===== config.mk =====
export PLATFORM = sky130hd
export DESIGN_NAME = rfft_post
export DESIGN_NICKNAME = d
export VERILOG_FILES = /design/src/rtl/rfft_post_pkg.sv /design/src/rtl/rfft_inbuf.sv /design/src/rtl/rfft_twiddle.sv /design/src/rtl/rfft_butterfly.sv /design/src/rtl/rfft_post.sv
export SDC_FILE = /design/constraint.sdc
export NUM_CORES = 2
export LEC_CHECK = 0
export CAP_MARGIN = 20
export CORE_UTILIZATION = 43
export DETAILED_ROUTE_END_ITERATION = 8
export HOLD_SLACK_MARGIN = 0.12
export PLACE_DENSITY = 0.68
export SYNTH_ARGS = -nofsm -noshare
export SYNTH_HDL_FRONTEND = slang
export SYNTH_SLANG_ARGS = --single-unit
export TNS_END_PERCENT = 30

===== constraint.sdc =====
create_clock -name clk -period 14.6 [get_ports clk]
set_clock_uncertainty 0.05 [all_clocks]
set_input_delay 4.38 -clock clk [delete_from_list [all_inputs] [get_ports clk]]
set_output_delay 4.38 -clock clk [all_outputs]
set_load 0.01 [all_outputs]

===== src/rtl/rfft_post_pkg.sv =====
package rfft_post_pkg;

    localparam int NC = 16;              // complex FFT length
    localparam int NB = NC + 1;          // output bins 0..NC
    localparam int AW = $clog2(NC);      // input buffer address width
    localparam int KW = $clog2(NB);      // output bin index width
    localparam int TW_BASE_W = 13;       // width the constant table is written for

    typedef struct packed {
        logic          run;
        logic [AW-1:0] wcnt;
        logic [KW-1:0] k;
    } ctl_t;

    // cos(2*pi*i/32) * 2048 for i = 0..8
    function automatic int quarter_cos(input int i);
        case (i)
            0:       return 2048;
            1:       return 2009;
            2:       return 1892;
            3:       return 1703;
            4:       return 1448;
            5:       return 1138;
            6:       return 784;
            7:       return 400;
            default: return 0;
        endcase
    endfunction

    // cos(2*pi*k/32) for k = 0..16
    function automatic int tw_cos(input int k);
        if (k <= NC/2) return quarter_cos(k);
        else           return -quarter_cos(NC - k);
    endfunction

    // sin(2*pi*k/32) for k = 0..16
    function automatic int tw_sin(input int k);
        if (k <= NC/2) return quarter_cos(NC/2 - k);
        else           return quarter_cos(k - NC/2);
    endfunction

endpackage


===== src/rtl/rfft_inbuf.sv =====
module rfft_inbuf #(
    parameter int DATA_W = 16,
    parameter int DEPTH  = 16,
    localparam int AW    = $clog2(DEPTH)
) (
    input  logic                     clk,
    input  logic                     wr_en,
    input  logic [AW-1:0]            wr_addr,
    input  logic signed [DATA_W-1:0] wr_re,
    input  logic signed [DATA_W-1:0] wr_im,
    input  logic [AW-1:0]            rd_a_addr,
    input  logic [AW-1:0]            rd_b_addr,
    output logic signed [DATA_W-1:0] rd_a_re,
    output logic signed [DATA_W-1:0] rd_a_im,
    output logic signed [DATA_W-1:0] rd_b_re,
    output logic signed [DATA_W-1:0] rd_b_im
);

    logic signed [DATA_W-1:0] mem_re_q [DEPTH];
    logic signed [DATA_W-1:0] mem_im_q [DEPTH];

    always_ff @(posedge clk) begin
        if (wr_en) begin
            mem_re_q[wr_addr] <= wr_re;
            mem_im_q[wr_addr] <= wr_im;
        end
    end

    always_comb begin
        rd_a_re = mem_re_q[rd_a_addr];
        rd_a_im = mem_im_q[rd_a_addr];
        rd_b_re = mem_re_q[rd_b_addr];
        rd_b_im = mem_im_q[rd_b_addr];
    end

endmodule


===== src/rtl/rfft_twiddle.sv =====
module rfft_twiddle
    import rfft_post_pkg::*;
#(
    parameter int COEF_W = 13
) (
    input  logic [KW-1:0]            k,
    output logic signed [COEF_W-1:0] cos_o,
    output logic signed [COEF_W-1:0] sin_o
);

    localparam int SHIFT = COEF_W - TW_BASE_W;

    always_comb begin
        cos_o = COEF_W'(tw_cos(int'(k)) <<< SHIFT);
        sin_o = COEF_W'(tw_sin(int'(k)) <<< SHIFT);
    end

endmodule


===== src/rtl/rfft_butterfly.sv =====
module rfft_butterfly
    import rfft_post_pkg::*;
#(
    parameter int DATA_W = 16,
    parameter int COEF_W = 13,
    localparam int OUT_W = DATA_W + 2,
    localparam int SUM_W = DATA_W + 1,
    localparam int ACC_W = SUM_W + COEF_W + 2,
    localparam int FRAC  = COEF_W - 2
) (
    input  logic                     clk,
    input  logic                     rst_n,
    input  logic                     in_v,
    input  logic [KW-1:0]            in_idx,
    input  logic signed [DATA_W-1:0] a_re,
    input  logic signed [DATA_W-1:0] a_im,
    input  logic signed [DATA_W-1:0] b_re,
    input  logic signed [DATA_W-1:0] b_im,
    input  logic signed [COEF_W-1:0] tw_c,
    input  logic signed [COEF_W-1:0] tw_s,
    output logic                     out_v,
    output logic [KW-1:0]            out_idx,
    output logic signed [OUT_W-1:0]  out_re,
    output logic signed [OUT_W-1:0]  out_im
);

    typedef struct packed {
        logic                    v;
        logic [KW-1:0]           idx;
        logic signed [OUT_W-1:0] re;
        logic signed [OUT_W-1:0] im;
    } bout_t;

    bout_t d, q;

    logic signed [SUM_W-1:0] s_rr, d_rr, s_ii, d_ii;
    logic signed [ACC_W-1:0] acc_re, acc_im;

    always_comb begin
        // twice the even/odd components
        s_rr = SUM_W'(a_re) + SUM_W'(b_re);
        d_rr = SUM_W'(a_re) - SUM_W'(b_re);
        s_ii = SUM_W'(a_im) + SUM_W'(b_im);
        d_ii = SUM_W'(a_im) - SUM_W'(b_im);
        // 2*X scaled by 2^FRAC
        acc_re = (ACC_W'(s_rr) <<< FRAC)
               + ACC_W'(tw_c) * ACC_W'(s_ii)
               - ACC_W'(tw_s) * ACC_W'(d_rr);
        acc_im = (ACC_W'(d_ii) <<< FRAC)
               - ACC_W'(tw_c) * ACC_W'(d_rr)
               - ACC_W'(tw_s) * ACC_W'(s_ii);
        d     = q;
        d.v   = in_v;
        if (in_v) begin
            d.idx = in_idx;
            d.re  = OUT_W'(acc_re >>> (FRAC + 1));
            d.im  = OUT_W'(acc_im >>> (FRAC + 1));
        end
    end

    always_ff @(posedge clk) begin
        if (!rst_n) q <= '0;
        else        q <= d;
    end

    assign out_v   = q.v;
    assign out_idx = q.idx;
    assign out_re  = q.re;
    assign out_im  = q.im;


    idx_step_chk: assert property (@(posedge clk) disable iff (!rst_n)
        (out_v && out_idx != KW'(NC)) |=> (out_v && out_idx == $past(out_idx) + KW'(1)));


    edge_bins_real_chk: assert property (@(posedge clk) disable iff (!rst_n)
        (out_v && (out_idx == '0 || out_idx == KW'(NC))) |-> (out_im == '0));

endmodule


===== src/rtl/rfft_post.sv =====
module rfft_post
    import rfft_post_pkg::*;
#(
    parameter int DATA_W = 16,
    parameter int COEF_W = 13,
    localparam int OUT_W = DATA_W + 2
) (
    input  logic                     clk,
    input  logic                     rst_n,
    input  logic                     in_valid,
    input  logic signed [DATA_W-1:0] in_re,
    input  logic signed [DATA_W-1:0] in_im,
    output logic                     bin_valid,
    output logic [KW-1:0]            bin_idx,
    output logic signed [OUT_W-1:0]  bin_re,
    output logic signed [OUT_W-1:0]  bin_im
);

    ctl_t d, q;
    logic wr_en;

    always_comb begin
        d     = q;
        wr_en = 1'b0;
        if (!q.run) begin
            if (in_valid) begin
                wr_en  = 1'b1;
                d.wcnt = q.wcnt + AW'(1);
                if (q.wcnt == AW'(NC - 1)) begin
                    d.run = 1'b1;
                    d.k   = '0;
                end
            end
        end else begin
            if (q.k == KW'(NC)) begin
                d.run = 1'b0;
                d.k   = '0;
            end else begin
                d.k = q.k + KW'(1);
            end
        end
    end

    always_ff @(posedge clk) begin
        if (!rst_n) q <= '0;
        else        q <= d;
    end

    logic [AW-1:0] a_addr, b_addr;
    logic signed [DATA_W-1:0] a_re, a_im, b_re, b_im;
    logic signed [COEF_W-1:0] tw_c, tw_s;

    assign a_addr = q.k[AW-1:0];
    assign b_addr = -a_addr;

    rfft_inbuf #(.DATA_W(DATA_W), .DEPTH(NC)) u_buf (
        .clk       (clk),
        .wr_en     (wr_en),
        .wr_addr   (q.wcnt),
        .wr_re     (in_re),
        .wr_im     (in_im),
        .rd_a_addr (a_addr),
        .rd_b_addr (b_addr),
        .rd_a_re   (a_re),
        .rd_a_im   (a_im),
        .rd_b_re   (b_re),
        .rd_b_im   (b_im)
    );

    rfft_twiddle #(.COEF_W(COEF_W)) u_tw (
        .k     (q.k),
        .cos_o (tw_c),
        .sin_o (tw_s)
    );

    rfft_butterfly #(.DATA_W(DATA_W), .COEF_W(COEF_W)) u_bf (
        .clk     (clk),
        .rst_n   (rst_n),
        .in_v    (q.run),
        .in_idx  (q.k),
        .a_re    (a_re),
        .a_im    (a_im),
        .b_re    (b_re),
        .b_im    (b_im),
        .tw_c    (tw_c),
        .tw_s    (tw_s),
        .out_v   (bin_valid),
        .out_idx (bin_idx),
        .out_re  (bin_re),
        .out_im  (bin_im)
    );


    first_bin_chk: assert property (@(posedge clk) disable iff (!rst_n)
        $rose(bin_valid) |-> (bin_idx == '0));


    last_bin_chk: assert property (@(posedge clk) disable iff (!rst_n)
        (bin_valid && bin_idx == KW'(NC)) |=> !bin_valid);


    busy_hold_chk: assert property (@(posedge clk) disable iff (!rst_n)
        q.run |=> (q.wcnt == '0));


    collect_quiet_chk: assert property (@(posedge clk) disable iff (!rst_n)
        (!q.run && !$past(q.run)) |-> !bin_valid);

endmodule


==> flow_summary.toml <==
[status]
outcome = "completed"

[synth]
synth_cell_types = 82
yosysMostFrequentCell = "inv_1"
synth-seq-cells = 580
syn_avg_cell_area_um2 = 11.8
synth_top_area_cell = "fa_1"
ys_seq_area_share_pct = 27.3
syn_nets = 6513
synthCells = 5192
synth-edff-count = 512
ys_top_cells_by_area = "fa_1 31%, edfxtp_1 25%, mux4_2 12%, ha_1 7.1%, inv_1 5.9%"
ys.flop_type = "edfxtp_1"
synth_common_cells = "955 x inv_1, 938 x fa_1, 512 x edfxtp_1"
yosysTopAreaCellShare_pct = 30.7
yosysWarnings = 0
synthArstFlopShare_pct = 0
syn_area_um2 = 61200

[timing]
fin_tns_setup_ns = 0
rsz0062_at_grt = "no"
slew_violations = 0
tightest_slew_ns = 1.12
hold_viol_final = 0
max_freq_ghz = 0.0758
fin_crit_sh_pct = 90.4
layout_min_cycle_time_ns = 13.20
setup_viol = 0
timing.slew.headroom_pct = 25.0

[final_layout]
utilization_pct = 47.3
final_area_um2 = 66900
drive_above_1_share_pct = 12.2
area_growth_pct = 9.32
nets = 6524
fin_cells = 7154

[routing]
post_drt_via_cell_ratio = 5.80
via_count = 41500
dr.first_iter.drc_count = 4095
antenna_left = 0
post_drt_wl_per_cell_um = 25.5
drt_wl_total_um = 183000
drc = 0
first_pass_iters = 6

[place]
dp_cells = 7029
place_congestion = 0.983
hpwl_um = 129000
place_area_um2 = 64800
io_buffers = 76

[setup_path]
crit_family = "adder cells"
cp_common_cell = "fa_1"
r2r_slack_ns = 1.40
cp_slowest_cell = "dfxtp_4"
cp-end-kind = "flop"
critical_path.max_fanout = 52
crit_required_ns = 15.17
cp-start-kind = "flop"
path_class = "reg -> reg"
max_stage_delay_ns = 0.88
path_buf_inv = 7
cp.arrival_ns = 13.77

[grt]
grtUsageTotal_pct = 26.2
grt_pass1_wl_um = 277000
first_global_vias = 44100
grt_max_degree = 104
grt_overflow_total = 0
antenna_found_initial = 10

[cts]
numCtsBuffers = 61
clkTransAtPathRegs_ns = 0.07
cts-hold-fix-buffers = 0
htreeDepth = 2
post-cts-setup-buffer-count = 0
cts.sinks = 580
root_buffer = "clkbuf_16"
clk_path_buf_depth = 3
clock_latency_ns = 0.69
cts_tree = "done"
cts_resized = 0

[hold_path]
hold_class = "reg -> reg"

[floorplan]
die_h_um = 379
initial_core_util_pct = 43.3
fp.dieArea_um2 = 144000
fp.coreArea_um2 = 141000
fp.dieW_um = 379
rows = 138
ioPinCount = 77

[pwr]
finalPower_uw = 6050
p_per_area_nw_per_um2 = 90.3
ir_drop_mv = 0.129
p_leak_uw = 0.0260

[job]
max-cap-violations = 0
==> cells in the final DEF (no fill, tap or decap), drive strengths merged, types with 14 or more instances in the layout <==
master and instances:
clkbuf 70, nand3 32, fa 938, a211oi 18, ha 348, o31ai 18
nand4 23, nand2b 31, o21ai 82, mux2i 29, o21bai 14, nand2 459
nor2b 45, a21oi 92, clkdlybuf4s50 75, buf 143, clkinv 26, nor3 29
edfxtp 512, nor2 449, dfxtp 68, a21o 33, o21a 14, xnor2 109
and2 72, mux4 320, a31oi 23, inv 959, xor2 32
==> tightest hold or removal path, cell delays in order, from the launching register on <==
cell	delay, ns
dfxtp_1	0.32
nand2_1	0.05
o21ai_0	0.06
==> layer usage <==
layer | up-vias | track usage, % | routed length, µm | part of all wire [%]
met5 | - | 0.172 | 13 | 0.0071
met4 | 2 | 13.2 | 11100 | 6.1
met3 | 597 | 7.09 | 20300 | 11
met2 | 2384 | 41.8 | 84900 | 46
met1 | 21400 | 32.8 | 66400 | 36
li1 | 17100 | - | - | -
==> cells by family after synthesis <==
kind of cell	after synthesis	synth area share, %
compound gates	407	4.53
xor+xnor	141	2.02
fa+ha+maj	1286	37.8
buf+inv	1229	7.59
flops	580	27.3
mux	351	12.3
simple gates	1198	8.47
==> layout make-up <==
class	count	area [µm²]
Clock inverter	44	563
Fill cell	12500	74500
Tap cell	1890	2360
Inverter	959	3600
Sequential cell	580	16800
Timing Repair Buffer	218	1840
Antenna cell	10	25.0
Clock buffer	70	1580
Multi-Input combinational cell	3383	40200
==> final timing paths <==
kind | start | cells past startpoint | endpoint
worst min register to register | u_bf.out_re[9]$_SDFFE_PN0P_ | 2 | u_bf.out_re[9]$_SDFFE_PN0P_
worst max register to register | a_addr[0]$_SDFFE_PN0P_ | 40 | u_bf.out_im[17]$_SDFFE_PN0P_
worst max-delay path | a_addr[0]$_SDFFE_PN0P_ | 40 | u_bf.out_im[17]$_SDFFE_PN0P_
worst min-delay path | u_bf.out_re[9]$_SDFFE_PN0P_ | 2 | u_bf.out_re[9]$_SDFFE_PN0P_
==> stage by stage <==
stage,hold WS [ns],setup WS [ns]
2_1_floorplan,0.434,2.56
3_3_place_gp,0.396,1.58
3_5_place_dp,0.400,1.40
4_1_cts,0.416,1.35
5_1_grt,0.449,0.764
6_report,0.407,1.40
==> power by group <==
| group | switching, µW | total, µW | internal (µW) |
|---|---|---|---|
| clock | 711 | 1670 | 962 |
| sequential | 7.43 | 1830 | 1820 |
| combinational | 1650 | 2540 | 891 |
| total | 2370 | 6050 | 3670 |
==> registers in the layout (all words and copies together), names as in the netlist, named ones only <==
name,cells
u_bf.out_idx,5
u_bf.out_re,18
q,6
u_buf.mem_im_q,256
u_bf.out_im,18
u_bf.out_v,1
a_addr,4
u_buf.mem_re_q,256
(Power assumes the default switching activity.)
